<file path="config.mk">
export PLATFORM = sky130hd
export DESIGN_NAME = mrs_seq
export DESIGN_NICKNAME = d
export VERILOG_FILES = /design/src/rtl/mrs_pkg.sv /design/src/rtl/mrs_word_build.sv /design/src/rtl/mrs_gap_timer.sv /design/src/rtl/mrs_dll_guard.sv /design/src/rtl/mrs_seq.sv
export SDC_FILE = /design/constraint.sdc
export NUM_CORES = 1
export LEC_CHECK = 0
export ABC_CLOCK_PERIOD_IN_PS = 4000
export CAP_MARGIN = 10
export CORE_MARGIN = 2
export CORE_UTILIZATION = 30
export DETAILED_ROUTE_END_ITERATION = 7
export DONT_BUFFER_PORTS = 1
export HOLD_SLACK_MARGIN = 0.15
export MAX_ROUTING_LAYER = met4
export PLACE_DENSITY_LB_ADDON = 0.08
export SLEW_MARGIN = 20
export SYNTH_ARGS = -nofsm -noshare
export SYNTH_HDL_FRONTEND = slang
export SYNTH_SLANG_ARGS = --single-unit
</file>
<file path="constraint.sdc">
create_clock -name clk -period 4 [get_ports clk]
set_input_delay 0 -clock clk [delete_from_list [all_inputs] [get_ports clk]]
set_output_delay 0 -clock clk [all_outputs]
set_load 0.01 [all_outputs]
</file>
<file path="src/rtl/mrs_pkg.sv">
package mrs_pkg;

   typedef enum logic [1:0] {
      ST_IDLE,
      ST_EMR,
      ST_MR,
      ST_TAIL
   } seq_state_e;

   typedef struct packed {
      logic cs_n;
      logic ras_n;
      logic cas_n;
      logic we_n;
   } cmd_pins_t;

   localparam cmd_pins_t CMD_NOP = '{cs_n: 1'b0, ras_n: 1'b1, cas_n: 1'b1, we_n: 1'b1};
   localparam cmd_pins_t CMD_LMR = '{cs_n: 1'b0, ras_n: 1'b0, cas_n: 1'b0, we_n: 1'b0};

   localparam logic [1:0] ORG_X4  = 2'd0;
   localparam logic [1:0] ORG_X8  = 2'd1;
   localparam logic [1:0] ORG_X16 = 2'd2;

   localparam logic [1:0] CL_TWO      = 2'd0;
   localparam logic [1:0] CL_TWO_HALF = 2'd1;

   localparam int unsigned EXT_DLL_BIT = 0;
   localparam int unsigned EXT_DRV_BIT = 1;
   localparam int unsigned BASE_RST_BIT = 8;

endpackage

</file>
<file path="src/rtl/mrs_word_build.sv">
module mrs_word_build
   import mrs_pkg::*;
#(
   parameter int unsigned ADDR_W = 13,
   parameter int unsigned BL_W   = 4
) (
   input  logic [BL_W-1:0]   req_bl,
   input  logic [1:0]        req_cl,
   input  logic [1:0]        req_org,
   input  logic              req_dll_on,
   input  logic              req_drv_low,
   output logic              req_ok,
   output logic [ADDR_W-1:0] ext_word,
   output logic [ADDR_W-1:0] base_word
);

   localparam int unsigned MIN_ADDR_W = BASE_RST_BIT + 1;

   generate
      if (ADDR_W < MIN_ADDR_W) begin : g_bad_addr_w
         $error("mrs_word_build: ADDR_W too small for the DLL reset bit");
      end
      if (BL_W < 4) begin : g_bad_bl_w
         $error("mrs_word_build: BL_W must hold the value 8");
      end
   endgenerate

   logic [2:0] bl_code;
   logic [2:0] cl_code;
   logic       bl_ok;
   logic       cl_ok;
   logic       org_ok;
   logic       drv_ok;

   always_comb begin
      bl_ok   = 1'b1;
      bl_code = 3'b000;
      if (req_bl == BL_W'(2)) begin
         bl_code = 3'b001;
      end else if (req_bl == BL_W'(4)) begin
         bl_code = 3'b010;
      end else if (req_bl == BL_W'(8)) begin
         bl_code = 3'b011;
      end else begin
         bl_ok = 1'b0;
      end
   end

   always_comb begin
      cl_ok = 1'b1;
      case (req_cl)
         CL_TWO:      cl_code = 3'b010;
         CL_TWO_HALF: cl_code = 3'b110;
         default: begin
            cl_code = 3'b000;
            cl_ok   = 1'b0;
         end
      endcase
   end

   always_comb begin
      org_ok = (req_org == ORG_X4) || (req_org == ORG_X8) || (req_org == ORG_X16);
      drv_ok = !req_drv_low || (req_org == ORG_X16);
      req_ok = bl_ok && cl_ok && org_ok && drv_ok;
   end

   always_comb begin
      ext_word              = '0;
      ext_word[EXT_DLL_BIT] = ~req_dll_on;
      ext_word[EXT_DRV_BIT] = req_drv_low;
   end

   always_comb begin
      base_word               = '0;
      base_word[2:0]          = bl_code;
      base_word[6:4]          = cl_code;
      base_word[BASE_RST_BIT] = req_dll_on;
   end

endmodule

</file>
<file path="src/rtl/mrs_gap_timer.sv">
module mrs_gap_timer #(
   parameter int unsigned GAP = 2
) (
   input  logic clk,
   input  logic rst_n,
   input  logic load,
   output logic expired
);

   localparam int unsigned CW = $clog2(GAP) + 1;
   localparam logic [CW-1:0] RELOAD = CW'(GAP - 1);

   generate
      if (GAP < 2) begin : g_bad_gap
         $error("mrs_gap_timer: GAP must be at least 2");
      end
   endgenerate

   logic [CW-1:0] cnt;

   always_ff @(posedge clk or negedge rst_n) begin
      if (!rst_n) begin
         cnt <= '0;
      end else if (load) begin
         cnt <= RELOAD;
      end else if (cnt != '0) begin
         cnt <= cnt - 1'b1;
      end
   end

   assign expired = (cnt == '0);

   // the sequencer never starts a new spacing window early
   a_r5_load_after_expiry: assert property (
      @(posedge clk) disable iff (!rst_n) load |-> expired
   );

endmodule

</file>
<file path="src/rtl/mrs_dll_guard.sv">
module mrs_dll_guard #(
   parameter int unsigned SETTLE = 200
) (
   input  logic clk,
   input  logic rst_n,
   input  logic kill,
   input  logic arm,
   output logic read_ok
);

   localparam int unsigned CW = $clog2(SETTLE) + 1;
   localparam logic [CW-1:0] RELOAD = CW'(SETTLE - 1);

   generate
      if (SETTLE < 1) begin : g_bad_settle
         $error("mrs_dll_guard: SETTLE must be at least 1");
      end
   endgenerate

   logic [CW-1:0] cnt;
   logic          armed;
   logic          ok_q;

   always_ff @(posedge clk or negedge rst_n) begin
      if (!rst_n) begin
         cnt   <= '0;
         armed <= 1'b0;
         ok_q  <= 1'b0;
      end else if (kill) begin
         cnt   <= '0;
         armed <= 1'b0;
         ok_q  <= 1'b0;
      end else if (arm) begin
         cnt   <= RELOAD;
         armed <= 1'b1;
         ok_q  <= 1'b0;
      end else if (cnt != '0) begin
         cnt <= cnt - 1'b1;
      end else if (armed) begin
         ok_q <= 1'b1;
      end
   end

   assign read_ok = ok_q;

   // read permission only ever appears after an arming write
   a_r9_ok_needs_arm: assert property (
      @(posedge clk) disable iff (!rst_n) $rose(ok_q) |-> $past(armed)
   );

endmodule

</file>
<file path="src/rtl/mrs_seq.sv">
module mrs_seq
   import mrs_pkg::*;
#(
   parameter int unsigned ADDR_W     = 13,
   parameter int unsigned BA_W       = 2,
   parameter int unsigned BL_W       = 4,
   parameter int unsigned T_MRD      = 2,
   parameter int unsigned DLL_SETTLE = 200
) (
   input  logic              clk,
   input  logic              rst_n,
   input  logic              start,
   input  logic [BL_W-1:0]   req_bl,
   input  logic [1:0]        req_cl,
   input  logic [1:0]        req_org,
   input  logic              req_dll_on,
   input  logic              req_drv_low,
   input  logic              banks_idle,
   output logic              cs_n,
   output logic              ras_n,
   output logic              cas_n,
   output logic              we_n,
   output logic [BA_W-1:0]   ba,
   output logic [ADDR_W-1:0] addr,
   output logic              busy,
   output logic              done,
   output logic              err,
   output logic              read_ok
);

   localparam logic [BA_W-1:0] BA_BASE = '0;
   localparam logic [BA_W-1:0] BA_EXT  = BA_W'(1);

   generate
      if (BA_W < 2) begin : g_bad_ba_w
         $error("mrs_seq: BA_W must be at least 2");
      end
      if (DLL_SETTLE <= T_MRD) begin : g_bad_settle
         $error("mrs_seq: DLL_SETTLE must exceed T_MRD");
      end
   endgenerate

   seq_state_e        st;
   cmd_pins_t         cmd_q;
   logic [BA_W-1:0]   ba_q;
   logic [ADDR_W-1:0] addr_q;
   logic [ADDR_W-1:0] ext_q;
   logic [ADDR_W-1:0] base_q;
   logic              busy_q;
   logic              done_q;
   logic              err_q;

   logic              req_ok;
   logic [ADDR_W-1:0] ext_word;
   logic [ADDR_W-1:0] base_word;
   logic              gap_done;
   logic              issue_ext;
   logic              issue_base;
   logic              gap_load;
   logic              dll_arm;

   mrs_word_build #(
      .ADDR_W (ADDR_W),
      .BL_W   (BL_W)
   ) u_build (
      .req_bl      (req_bl),
      .req_cl      (req_cl),
      .req_org     (req_org),
      .req_dll_on  (req_dll_on),
      .req_drv_low (req_drv_low),
      .req_ok      (req_ok),
      .ext_word    (ext_word),
      .base_word   (base_word)
   );

   always_comb begin
      issue_ext  = (st == ST_EMR) && banks_idle;
      issue_base = (st == ST_MR) && banks_idle && gap_done;
      gap_load   = issue_ext || issue_base;
      dll_arm    = issue_base && base_q[BASE_RST_BIT];
   end

   mrs_gap_timer #(
      .GAP (T_MRD)
   ) u_gap (
      .clk     (clk),
      .rst_n   (rst_n),
      .load    (gap_load),
      .expired (gap_done)
   );

   mrs_dll_guard #(
      .SETTLE (DLL_SETTLE)
   ) u_guard (
      .clk     (clk),
      .rst_n   (rst_n),
      .kill    (issue_ext),
      .arm     (dll_arm),
      .read_ok (read_ok)
   );

   always_ff @(posedge clk or negedge rst_n) begin
      if (!rst_n) begin
         st     <= ST_IDLE;
         cmd_q  <= CMD_NOP;
         ba_q   <= '0;
         addr_q <= '0;
         ext_q  <= '0;
         base_q <= '0;
         busy_q <= 1'b0;
         done_q <= 1'b0;
         err_q  <= 1'b0;
      end else begin
         cmd_q  <= CMD_NOP;
         ba_q   <= '0;
         addr_q <= '0;
         done_q <= 1'b0;
         err_q  <= 1'b0;
         case (st)
            ST_IDLE: begin
               if (start) begin
                  if (req_ok) begin
                     ext_q  <= ext_word;
                     base_q <= base_word;
                     busy_q <= 1'b1;
                     st     <= ST_EMR;
                  end else begin
                     done_q <= 1'b1;
                     err_q  <= 1'b1;
                  end
               end
            end
            ST_EMR: begin
               if (issue_ext) begin
                  cmd_q  <= CMD_LMR;
                  ba_q   <= BA_EXT;
                  addr_q <= ext_q;
                  st     <= ST_MR;
               end
            end
            ST_MR: begin
               if (issue_base) begin
                  cmd_q  <= CMD_LMR;
                  ba_q   <= BA_BASE;
                  addr_q <= base_q;
                  st     <= ST_TAIL;
               end
            end
            ST_TAIL: begin
               if (gap_done) begin
                  busy_q <= 1'b0;
                  done_q <= 1'b1;
                  st     <= ST_IDLE;
               end
            end
            default: st <= ST_IDLE;
         endcase
      end
   end

   assign cs_n  = cmd_q.cs_n;
   assign ras_n = cmd_q.ras_n;
   assign cas_n = cmd_q.cas_n;
   assign we_n  = cmd_q.we_n;
   assign ba    = ba_q;
   assign addr  = addr_q;
   assign busy  = busy_q;
   assign done  = done_q;
   assign err   = err_q;

   // Observation of the command bus for the checks below
   logic lmr_seen;
   logic reset_owed;

   assign lmr_seen = !cs_n && !ras_n && !cas_n && !we_n;

   always_ff @(posedge clk or negedge rst_n) begin
      if (!rst_n) begin
         reset_owed <= 1'b0;
      end else if (lmr_seen && (ba == BA_EXT) && !addr[EXT_DLL_BIT]) begin
         reset_owed <= 1'b1;
      end else if (lmr_seen && (ba == BA_BASE)) begin
         reset_owed <= 1'b0;
      end
   end

   // a mode-register write appears only after an idle sample
   a_r6_write_needs_idle: assert property (
      @(posedge clk) disable iff (!rst_n) lmr_seen |-> $past(banks_idle)
   );

   // reserved bits of the extended register stay clear
   a_r3_ext_reserved_zero: assert property (
      @(posedge clk) disable iff (!rst_n)
      (lmr_seen && ba == BA_EXT) |-> (addr[ADDR_W-1:2] == '0)
   );

   // DLL enable is followed by a base write with DLL reset
   a_r4_reset_after_enable: assert property (
      @(posedge clk) disable iff (!rst_n)
      (lmr_seen && reset_owed) |-> (ba == BA_BASE && addr[BASE_RST_BIT])
   );

   // reads are never permitted while a register is being rewritten
   a_r9_reads_blocked: assert property (
      @(posedge clk) disable iff (!rst_n) lmr_seen |-> !read_ok
   );

   // completion and activity never overlap
   a_r7_done_not_busy: assert property (
      @(posedge clk) disable iff (!rst_n) done |-> !busy
   );

   // an error is always reported as a completion
   a_r2_err_with_done: assert property (
      @(posedge clk) disable iff (!rst_n) err |-> done
   );

endmodule

</file>
==> Yosys cells after proc, flatten, opt, wreduce, memory -nomap -nowiden <==
Cells that the tools add are included.
{ "word_totals": {"out_inout_bits": 23, "inputBits": 14, "wordCells": 104, "reg_bits": 46} }
{ "op_classes": {"add_sub_neg": 2, "n_eq_ne": 15, "bitwise_logic": 1, "muxes": 42, "reduce_logical": 28} }
{ "ops": {"columns": ["op", "count"], "rows": [
  ["9-bit two-way mux", 4],
  ["1-bit two-way mux", 19],
  ["2-bit two-way mux", 9],
  ["9-bit case mux with 2 select lines", 1],
  ["3-bit two-way mux", 4],
  ["3-bit case mux with 2 select lines", 2],
  ["2-bit inequality test, second input constant", 5],
  ["9-bit nonzero test", 1],
  ["9-bit by 1-bit subtractor with 9-bit output, second input constant", 1],
  ["2-bit logical NOT", 4],
  ["2-bit case mux with 4 select lines", 1],
  ["2-bit nonzero test", 4],
  ["1-bit logical AND", 7],
  ["2-bit by 1-bit == test with 1-bit output, second input constant", 3],
  ["2-bit == test, second input constant", 3],
  ["3-bit nonzero test", 2],
  ["5-bit AND reduction", 1],
  ["4-bit by 2-bit == test with 1-bit output, second input constant", 1],
  ["4-bit by 3-bit == test with 1-bit output, second input constant", 1],
  ["4-bit == test, second input constant", 1],
  ["1-bit logical OR", 4],
  ["1-bit case mux with 2 select lines", 2],
  ["4-bit AND reduction", 1],
  ["3-bit inequality test, second input constant", 1],
  ["6 further kinds", 6]
]} }

==> Logic depth before layout (Yosys ltp) <==
Gate-level depths: netlist of run 1.
{ "depth": {"depth_word": 10, "depth_mapped": 8, "depth_no_buf": 6} }

==> Cells and area by module <==
From an unflattened synthesis of run 1, not the netlist that was laid out.
{ "hier_totals": {"hier_cells": 241, "hier_area_um2": 2955.3} }
{ "by_module_without_submodules": {"columns": ["module", "instances", "area_per_inst_um2", "cells_per_inst", "seq_area_each_um2"], "rows": [
  ["mrs_seq", 1, 2021.9, 140, 1152.4],
  ["mrs_dll_guard", 1, 591.8, 59, 275.3],
  ["mrs_word_build", 1, 242.7, 33, 0.0],
  ["mrs_gap_timer", 1, 98.8, 9, 50.0]
]} }

==> Least setup slack after synthesis of run 1 <==
Ideal clock, no wire load.
{ "synth_timing": {"kind": "reg2reg", "start": "register st[0]", "end": "register st[1]", "n_path_buf": 0, "stages_incl_launch_ff": 7, "setup_ns": 0.128, "arrival_time_ns": 1.546, "synth_period_minus_slack_ns": 1.673, "slack_ns": 2.327, "required_ns": 3.872, "cell_sequence": "dfrtp_1 -> inv_1 -> ha_1 -> o21bai_1 -> nand2_1 -> o31ai_2 -> mux2_1"} }
{ "synth_between": {"elab_chain_len": 5, "elab_cells_between_ends": 14, "cone_classes": "8 x eq/ne; 1 x mux; 5 x reduce/logical"} }
{ "synth_lines": {"columns": ["item", "line", "text"], "rows": [
  ["from (decl)", "mrs_seq.sv:43", "seq_state_e st;"],
  ["from (signal assigned)", "mrs_seq.sv:104", "st <= ST_IDLE;"],
  ["from (signal assigned)", "mrs_seq.sv:126", "st <= ST_EMR;"],
  ["from (signal assigned)", "mrs_seq.sv:138", "st <= ST_MR;"],
  ["2-bit == test", "mrs_seq.sv:78, mrs_seq.sv:119", null],
  ["1-bit logical AND (2 in a row)", "mrs_seq.sv:78", "issue_base = (st == ST_MR) && banks_idle && gap_done;"],
  ["2-bit inequality test (no line)", null, null],
  ["5-bit AND reduction (no line)", null, null]
]} }
Several ways; a longest one is shown, not always the timed one.
A chain may end at the register's enable or synchronous reset.

==> Worst setup path after layout of run 1 <==
{ "layout_timing": {"start": "register st[0]", "end": "register ext_q[0]"} }
{ "layout_between": {"elab_chain_len": 2} }
{ "layout_lines": {"columns": ["item", "line", "text"], "rows": [
  ["2-bit logical NOT", "mrs_seq.sv:119", "case (st)"],
  ["3-bit AND reduction (no line)", null, null],
  ["to (signal assigned)", "mrs_seq.sv:123", "ext_q <= ext_word;"],
  ["to (decl)", "mrs_seq.sv:47", "logic [ADDR_W-1:0] ext_q;"]
]} }
Every way passes these cells.

==> results of run 1 <==
==> synthesized netlist by cell type (all sizes together), types with 2 or more instances <==
| cell type | count | area (µm²) |
|---|---|---|
| o21ai | 9 | 45.04 |
| ha | 7 | 87.58 |
| xnor2 | 6 | 52.55 |
| mux2 | 6 | 86.33 |
| a22o | 2 | 17.52 |
| dfrtp | 31 | 775.7 |
| a211oi | 2 | 15.01 |
| o31ai | 2 | 20.02 |
| xor2 | 2 | 17.52 |
| o31a | 2 | 17.52 |
| a21oi | 6 | 30.03 |
| inv | 8 | 30.03 |
| nand2 | 8 | 30.03 |
| buf | 13 | 95.09 |
| or3 | 2 | 12.51 |
| mux2i | 2 | 20.02 |
| and3 | 3 | 18.77 |
| nor4 | 2 | 18.77 |
| nor3 | 3 | 15.01 |
| a22oi | 2 | 15.01 |
| nor2b | 4 | 25.02 |
| nor2 | 12 | 52.55 |
| o21bai | 2 | 15.01 |
| and2 | 2 | 12.51 |
| or2 | 2 | 12.51 |
| nor3b | 2 | 15.01 |
| a31oi | 2 | 12.51 |
==> per-stage QoR <==
step	util (%)	setup WS (ns)	total power [µW]	instances	hold WS, ns
after global routing	36.16	1.912	1506	246	0.1568
after CTS	36.16	2.090	1408	246	0.1511
final	36.16	2.093	1385	246	0.1497
after global placement	31.24	2.189	1058	223	-0.2948
after detailed placement	31.24	2.165	1064	223	-0.2946
after floorplan	-	2.327	967.9	165	-0.2956
==> cell families after synthesis <==
kind of cell / share of synthesized area [%]
buf+inv: 7.922
other cells: 0.2240
mux: 6.353
flops: 47.91
xor+xnor: 4.186
compound gates: 13.00
fa+ha+maj: 5.231
simple gates: 15.17
==> power groups by stage <==
stage	clock, µW	sequential [µW]	combinational [µW]
6_report	306	545	535
5_1_grt	332	560	614
4_1_cts	318	546	544
3_5_place_dp	0	550	514
3_3_place_gp	0	548	510
2_1_floorplan	0	520	448
==> worst max path at each step <==
stage | depth (start not counted) | to | startpoint
3_3_place_gp | 6 | st[1]$_DFFE_PN0P_ | u_gap.cnt[0]$_DFFE_PN0P_
4_1_cts | 6 | ext_q[0]$_DFFE_PN0P_ | st[0]$_DFFE_PN0P_
6_report | 6 | ext_q[0]$_DFFE_PN0P_ | st[0]$_DFFE_PN0P_
5_1_grt | 6 | ext_q[0]$_DFFE_PN0P_ | st[0]$_DFFE_PN0P_
2_1_floorplan | 6 | st[1]$_DFFE_PN0P_ | st[0]$_DFFE_PN0P_
3_5_place_dp | 6 | st[1]$_DFFE_PN0P_ | u_gap.cnt[0]$_DFFE_PN0P_
==> layer usage <==
metal | share of wire [%] | global-route usage, % | vias to the layer above | wire, µm
met2 | 50 | 20.00 | 21 | 1684
met4 | 1.9 | 5.263 | 0 | 63
met1 | 44 | 14.99 | 538 | 1504
li1 | - | - | 555 | -
met5 | 0 | - | - | 0
met3 | 3.9 | 3.523 | 8 | 131
==> cell type report <==
class	instances	area (µm²)
Fill cell	561	3472
Clock inverter	2	35.03
Tap cell	72	90.09
Inverter	9	33.78
Multi-Input combinational cell	110	773.2
Timing Repair Buffer	15	160.2
Clock buffer	6	72.57
Sequential cell	32	802.0
==> sequential cells by signal (all words and copies together) (netlist names) <==
name	count
ext_q	2
ba	1
base_q	5
done	1
u_guard.cnt	9
u_guard.armed	1
u_gap.cnt	2
err	1
addr	5
cas_n	1
st	2
u_guard.read_ok	1
busy	1
==> timing repair <==
item,CTS,global route
buffers inserted,0,0
hold endpoints to repair,56,0
hold buffers,15,0
==> worst reg2reg max path, stage by stage, from the launching register on <==
cell and delay, ns:
dfrtp_1 0.40, inv_1 0.13, ha_1 0.24, nand2_1 0.18
o21ai_0 0.19, o31ai_1 0.09, dlygate4sd3_1 0.57
==> metrics.md, run 1 <==
| Metric | Value |
|---|---|
| Status | `finished, final reports clean` |
| Largest net degree at the start of global routing | `33` |
| RSZ-0062 raised after global routing | `no` |
| Root buf cell | `clkbuf_8` |
| CTS sink count | `32` |
| Power Dens Cells | `704.3 nW/µm²` |
| Initial Util | `30.78%` |
| Die H | `78.70 µm` |
| Logic pwr share | `38.6%` |
| Slowest cell delay on critical path | `0.57 ns` |
| Library cells used by synthesis | `45` |
| Maximum vdd drop | `0.0002476 V` |
| Worst-path cell chain | `inv_1 > ha_1 > nand2_1 > o21ai_0 > o31ai_1 > dlygate4sd3_1` |
| Post_cts resized | `0` |
| Most common cell after layout, fill and taps aside | `dfrtp_1` |
| Mapped Area | `1674 µm²` |
| Sequential Power Share | `39.3%` |
| Sequential area share after synthesis | `47.91%` |
| Die width | `78.70 µm` |
| Commonest cells after routing, fill and taps aside | `dfrtp_1 (31), dlygate4sd3_1 (14), nor2_1 (11)` |
| Asr flop ratio synth | `100.0%` |
| Final Hold Fails | `0` |
| Pre-Repair DR Iteration Count | `4` |
| DP HPWL | `2.387 mm` |
| Global route overflow | `0` |
| Clock Pin Slew Worst Setup and Hold Paths | `0.07 ns` |
| Ant diodes | `0` |
| Skew final | `0.003274 ns` |
| EDFF count, synth | `0` |
| Reg2reg end | `ext_q[0]$_DFFE_PN0P_` |
| CP Class | `flip-flop to flip-flop` |
| Count of buffers from port buffering | `0` |
| HP Class | `input pin to asynchronous set/reset pin` |
| Vias per cell | `4.561` |
| Sw Ratio | `36.76%` |
| CP bufs+invs | `2` |
| DRC | `0` |
| Post-route minimum period | `1.907 ns` |
| Layout Nets | `194` |
| Number of buffers created by CTS | `5` |
| Final wirelength | `3.384 mm` |
| All-Layer GR Usage | `12.56%` |
| Sum Neg Setup Slack | `0 ns` |
| P_int | `876.0 µW` |
| CP Max Fanout | `5` |
| Leak Pwr | `0.0009035 µW` |
| H-tree Lvls | `2` |
| Worst skew pair latency | `0.28 ns` |
| Fin. max-slew vios | `0` |
| Clk buf depth | `2` |
| WL/cell | `13.76 µm` |
| RePlAce Congestion | `0.7544` |
| Finished Cell Area | `1967 µm²` |
| Critical Path Sink Type | `flip-flop` |
| Critical path data arrival time | `2.07 ns` |
| Reg-to-Reg Start | `st[0]$_DFFE_PN0P_` |
| Crit path max-delay family | `buffers and inverters` |
| ANT nets after route | `0` |
| Num ports | `37` |
| Final Setup Violations | `0` |
| Final Cycle Share | `47.68%` |
| Global-route wire length before repair | `5.782 mm` |
| Clock power share | `22.1%` |
| Mapped Cells | `156` |
| DR iter-0 viols | `82` |
| NetSw | `509.3 µW` |
| Crit path max-delay cell type | `dlygate4sd3_1` |
| Max-cap check violation count | `0` |
| Core ar. | `5439 µm²` |
| Vias post-DR | `1122` |
| Synth Flop Type | `dfrtp_1` |
| YS warnings | `0` |
| Number of global-route vias before repair | `1195` |
| Initial antenna violation count | `0` |
| Fraction of final layout cells sized beyond drive strength 1 | `12.07%` |
| CTS tree | `yes` |
| Die area | `6194 µm²` |
| Syn Area/Cell | `10.73 µm²` |
| Placed cell areas | `1699 µm²` |
| R2r setup slk | `2.09 ns` |
| # rows | `27` |
| Fmax | `0.5243 GHz` |
| Seq cells post-synth | `32` |
| Area grow syn2layout | `17.49%` |
| Reg2Reg Depth | `6` |
| WP data required | `4.16 ns` |
| Startpoint types | `flip-flop` |
No activity file was read; power rests on OpenSTA's default activity.
==> run 2, diff against run 1 <==
- ABC_AREA: unset -> 1
- ABC_CLOCK_PERIOD_IN_PS: 4000 -> 1900
- clock period: 4 -> 1.9 ns (I/O delays scaled with it)
==> run 2 against run 1 <==
Compared with the run above:
- total power up 98%
- final cell count up 18%
- utilization about the same
- highest routed layer unchanged
- via count up 13%
- critical path depth up 2
- setup slack worse by 2.0 ns
- largest power group unchanged
- first-iteration DRC count up 13%
- wire length down 0.56%
- sequential cell count unchanged
- worst hold slack better by 0.048 ns
==> metrics.md, run 2 <==
| Metric | Value |
|---|---|
| Placed cell areas | `1729 µm²` |
| Final Setup Violations | `0` |
| R2r setup slk | `0.28 ns` |
| CP most frequent cell | `nand2_1` |
| Reg2Reg Depth | `9` |
| Metal3 WL | `117 µm` |
| Max-cap check violation count | `0` |
| Finished Cell Area | `1977 µm²` |
| Worst skew pair latency | `0.28 ns` |
| Fin. max-slew vios | `0` |
| Most common cell after layout, fill and taps aside | `nand2_1` |
| DP HPWL | `2.465 mm` |
| Root buf cell | `clkbuf_8` |
| Number of global-route vias before repair | `1289` |
| Synth cell count leaders | `nand2_1 (47), dfrtp_1 (31), inv_1 (24), nor2_1 (17), buf_4 (12)` |
| Largest cells by area after synthesis | `dfrtp_1 (46%), nand2_1 (10%), buf_4 (5.3%)` |
| # rows | `27` |
| Critical path data arrival time | `2.03 ns` |
| Mapped Cells | `198` |
| DP Worst Slack | `0.2761 ns` |
| Mapped Area | `1688 µm²` |
| Initial Util | `30.84%` |
| Top layer used by detailed routing | `met4` |
| Syn Area/Cell | `8.525 µm²` |
| Ant diodes | `0` |
| Initial antenna violation count | `0` |
| Fmax | `0.5532 GHz` |
| Number of buffers created by CTS | `5` |
| Reg with most FFs | `u_guard.cnt` |
| CTS tree | `yes` |
| Maximum vdd drop | `0.0004793 V` |
| Reg2reg end | `st[0]$_DFFE_PN0P_` |
| Most frequent cell after synthesis | `nand2_1` |
| Vias per cell | `4.354` |
| Max reg flops | `9` |
| CP Max Fanout | `3` |
| Post-CTS setup buffers | `0` |
| Synth top area share | `45.96%` |
| YS warnings | `0` |
| Leak Pwr | `0.0009983 µW` |
| Area grow syn2layout | `17.12%` |
| Met2 WL post-DR | `1.718 mm` |
| Clock Pin Slew Worst Setup and Hold Paths | `0.07 ns` |
| Pre-Repair DR Iteration Count | `4` |
| Sum Neg Setup Slack | `0 ns` |
| Seq cells post-synth | `32` |
| Die H | `79.01 µm` |
| CP Class | `input pin to flip-flop` |
| Die width | `79.01 µm` |
| Post-route minimum period | `1.808 ns` |
| Commonest cells after routing, fill and taps aside | `nand2_1 (47), dfrtp_1 (31), inv_1 (24)` |
| Final Hold Fails | `0` |
| Final Cycle Share | `95.14%` |
| HP Class | `input pin to asynchronous set/reset pin` |
| Setup ws final | `0.09236 ns` |
| DR iter-0 viols | `93` |
| Num ports | `37` |
| Library cells used by synthesis | `28` |
| Skew final | `0.007584 ns` |
| Layout Nets | `239` |
| Reg-to-Reg Start | `st[0]$_DFFE_PN0P_` |
| RSZ-0062 raised after global routing | `no` |
| Largest net degree at the start of global routing | `33` |
| Synth Flop Type | `dfrtp_1` |
| EDFF count, synth | `0` |
| Stages on worst setup path | `8` |
| Die area | `6243 µm²` |
| Crit path max-delay family | `buffers and inverters` |
| Critical Path Sink Type | `flip-flop` |
| CTS sink count | `32` |
| Vias post-DR | `1267` |
| Power Dens Cells | `1389 nW/µm²` |
| Yosys top cell by area | `dfrtp_1` |
| DRC | `0` |
| Global-route wire length before repair | `5.789 mm` |
| Fraction of final layout cells sized beyond drive strength 1 | `13.70%` |
| All-Layer GR Usage | `12.43%` |
| Post_cts resized | `0` |
| Worst-path cell chain | `dlygate4sd3_1 > nor2_1 > nand2_1 > dlygate4sd3_1 > nand2_1 > dlygate4sd3_1 > nand2_1 > nand2_1` |
| H-tree Lvls | `2` |
| WP data required | `2.12 ns` |
| Final wirelength | `3.365 mm` |
| Startpoint types | `input pin` |
| DRT met1 WL | `1.476 mm` |
| Status | `finished, final reports clean` |
| Global route overflow | `0` |
| Sequential area share after synthesis | `47.52%` |
| Total power draw | `2747 µW` |
| WL/cell | `11.56 µm` |
| ANT nets after route | `0` |
| Asr flop ratio synth | `100.0%` |
| Core ar. | `5473 µm²` |
| Count of buffers from port buffering | `0` |
| RePlAce Congestion | `0.8463` |
| CP bufs+invs | `3` |
| Slowest cell delay on critical path | `0.57 ns` |
| Crit path max-delay cell type | `dlygate4sd3_1` |
| Clk buf depth | `2` |
[run 2: cell families after synthesis]
| kind of cell | count (synthesis) | share of synthesized area [%] |
|---|---|---|
| AND/OR/NAND/NOR | 97 | 28.39 |
| other | 1 | 0.2222 |
| XOR/XNOR | 1 | 0.5190 |
| adder cells (fa/ha/maj) | 7 | 5.189 |
| AO/OA/AOI/OAI | 20 | 6.448 |
| flip-flops | 32 | 47.52 |
| buffers and inverters | 40 | 11.71 |
[run 2: per-stage QoR]
stage               std cells  hold slack (ns)  util [%]
floorplan                 207          -0.2956         -
global placement          268          -0.2946     31.60
detailed placement        268          -0.2944     31.60
CTS                       291           0.1931     36.12
global route              291           0.1909     36.12
finish                    291           0.1972     36.12
[run 2: how the worst max path moves through the flow]
stage / from / end / slack (ns)
floorplan: st[1]$_DFFE_PN0P_ / u_guard.cnt[0]$_DFFE_PN0P_ / 0.50
global route: req_bl[2] / base_q[0]$_DFFE_PN0P_ / 0.02
finish: req_bl[2] / base_q[0]$_DFFE_PN0P_ / 0.09
detailed placement: st[1]$_DFFE_PN0P_ / u_guard.cnt[7]$_DFFE_PN0P_ / 0.28
global placement: st[1]$_DFFE_PN0P_ / u_guard.cnt[7]$_DFFE_PN0P_ / 0.32
CTS: req_bl[2] / base_q[0]$_DFFE_PN0P_ / 0.10
[run 2: repair_timing]
item                                   in CTS  in global routing
setup endpoints to repair                   0                  1
hold buffers                               15                  0
endpoints found under the hold margin      60                  0
[run 2: worst register-to-register path, cell delays in order (launching register included)]
cell	delay (ns)
dfrtp_1	0.42
inv_1	0.14
ha_1	0.25
nand3_4	0.13
nand2_1	0.08
o21ai_0	0.13
nor2_2	0.16
nand2_1	0.10
nand2_1	0.08
nand2_1	0.05
[run 2: routing by layer]
layer | vias up | global-route usage, %
met2 | 32 | 20.59
met4 | 0 | 5.862
met1 | 589 | 13.96
met5 | - | -
met3 | 4 | 3.409
li1 | 642 | -
[run 2: layout make-up]
class                      instances  area (µm²)
timing repair buffer              16       167.7
clock buffer                       5       68.82
clock inverter                     3       18.77
tap                               72       90.09
fill                             573        3496
multi-input combinational        135       721.9
sequential                        32       802.0
inverter                          28       107.6
[run 2: where the power goes]
part | total [µW] | internal [µW] | switching (µW)
clock | 512 | 255 | 258
sequential | 1120 | 923 | 194
combinational | 1120 | 431 | 687
total | 2750 | 1610 | 1140
==> run 3, diff against run 2 <==
- ABC_AREA: 1 -> unset
- CORE_UTILIZATION: 30 -> 60
==> run 3 against run 2 <==
Compared with the run above:
- combinational power grew 11%
- non-clock buffer count increased by 9
- die area fell by 48%
- clock-buffer cell count stayed put
- clock power is 3% higher
- fmax shrank 4.6%
- worst hold slack got worse by 0.010 ns
- final cell count is 26% lower
- first-iteration DRC count is 55% lower
- utilization grew 38 points
- total power increased by 5.9%
==> metrics.md, run 3 (synthesized netlist as in run 1, its figures left out) <==
| Metric | Value |
|---|---|
| Final Hold Fails | `0` |
| Sum Neg Setup Slack | `0 ns` |
| H-tree Lvls | `2` |
| Fin. max-slew vios | `0` |
| Largest net degree at the start of global routing | `32` |
| Number of global-route vias before repair | `1137` |
| DR iter-0 viols | `42` |
| HP Class | `input pin to asynchronous set/reset pin` |
| WL/cell | `16.24 µm` |
| CP Max Fanout | `2` |
| Clock Pin Slew Worst Setup and Hold Paths | `0.10 ns` |
| Startpoint types | `input pin` |
| R2r setup slk | `0.06 ns` |
| Setup ws final | `0.005616 ns` |
| Leak Pwr | `0.0009388 µW` |
| Power Dens Cells | `1455 nW/µm²` |
| CTS tree | `yes` |
| Die H | `56.82 µm` |
| Commonest cells after routing, fill and taps aside | `dfrtp_1 (31), dlygate4sd3_1 (15), nor2_1 (11)` |
| Ant diodes | `0` |
| Reg with most FFs | `u_guard.cnt` |
| Num ports | `37` |
| ANT nets after route | `0` |
| CTS sink count | `32` |
| Dpl cells | `186` |
| Filler Cells Inserted | `196` |
| Most common cell after layout, fill and taps aside | `dfrtp_1` |
| Hold Worst Slack | `0.1872 ns` |
| Vias per cell | `5.558` |
| Fin cells | `215` |
| Critical path data arrival time | `2.14 ns` |
| Initial antenna violation count | `0` |
| Fmax | `0.5279 GHz` |
| Post-route minimum period | `1.894 ns` |
| WP data required | `2.14 ns` |
| Initial Util | `61.77%` |
| Final Cycle Share | `99.70%` |
| DRC | `0` |
| Skew final | `0.003689 ns` |
| Total power draw | `2909 µW` |
| Layout Nets | `204` |
| Number of buffers created by CTS | `5` |
| Root buf cell | `clkbuf_4` |
| Fraction of final layout cells sized beyond drive strength 1 | `19.02%` |
| DP Worst Slack | `0.09363 ns` |
| Final wirelength | `3.492 mm` |
| All-Layer GR Usage | `24.09%` |
| Maximum vdd drop | `0.001076 V` |
| Multi-input gate area | `789.5 µm²` |
| # rows | `19` |
| Clk buf depth | `2` |
| FF/Latch Area | `802.0 µm²` |
| Final Setup Violations | `0` |
| Vias post-DR | `1195` |
| Global-route wire length before repair | `5.513 mm` |
| Pre-Repair DR Iteration Count | `4` |
| Core ar. | `2710 µm²` |
| Worst skew pair latency | `0.35 ns` |
| Count of buffers from port buffering | `0` |
| Max-cap check violation count | `0` |
| Area grow syn2layout | `19.43%` |
| Global route overflow | `0` |
| RePlAce Congestion | `0.7819` |
| DP HPWL | `1.950 mm` |
| Critical Path Sink Type | `flip-flop` |
| Max reg flops | `9` |
| Reg2reg end | `st[1]$_DFFE_PN0P_` |
| Die area | `3229 µm²` |
| Die width | `56.82 µm` |
| Reg-to-Reg Start | `st[0]$_DFFE_PN0P_` |
| Status | `finished, final reports clean` |
| CP Class | `input pin to flip-flop` |
| Reg2Reg Depth | `6` |
[run 3: cell type report]
cell class,count,share of cell area [%]
repair buffers,25,12.77
inverters,9,1.690
clock buffers,5,1.877
clock inverters,3,2.128
well taps,31,1.940
flip-flops and latches,32,40.11
multi-input cells,110,39.49
[run 3: through the flow]
stage	cell area (µm²)	utilization, %
floorplan	1708	-
global placement	1678	61.91
detailed placement	1678	61.91
CTS	1958	72.25
global route	1999	73.78
finish	1999	73.78
[run 3: worst max path at each step]
stage | end | depth (start not counted) | start
3_5_place_dp | st[1]$_DFFE_PN0P_ | 6 | st[0]$_DFFE_PN0P_
5_1_grt | st[1]$_DFFE_PN0P_ | 6 | req_drv_low
3_3_place_gp | st[1]$_DFFE_PN0P_ | 6 | st[0]$_DFFE_PN0P_
4_1_cts | ext_q[0]$_DFFE_PN0P_ | 6 | st[0]$_DFFE_PN0P_
6_report | st[1]$_DFFE_PN0P_ | 6 | req_drv_low
2_1_floorplan | st[1]$_DFFE_PN0P_ | 6 | st[0]$_DFFE_PN0P_
[run 3: metal layers]
metal,routed length (µm),up-vias,track usage (%),part of all wire (%)
met5,0,-,-,0
met4,80,0,8.970,2.3
met3,159,10,7.373,4.6
met2,1766,30,38.21,51
met1,1484,580,29.04,42
li1,-,575,-,-
[run 3: what timing repair did]
item	4_1_cts	5_1_grt
hold endpoints to repair	63	0
resized for setup	0	8
setup buffers	0	3
endpoints found under the setup margin	0	4
hold buffers	18	0
[run 3: worst max-delay path, stage by stage]
cell           delay, ns
dlygate4sd3_1       0.57
mux2i_2             0.19
dlygate4sd3_1       0.58
nand3_1             0.13
o31ai_2             0.30
mux2_1              0.35
[run 3: power breakdown]
group / internal (µW) / leakage [µW] / switching [µW]
clock network: 274 / 0.0000412 / 252
registers: 923 / 0.000417 / 222
logic: 604 / 0.000481 / 633
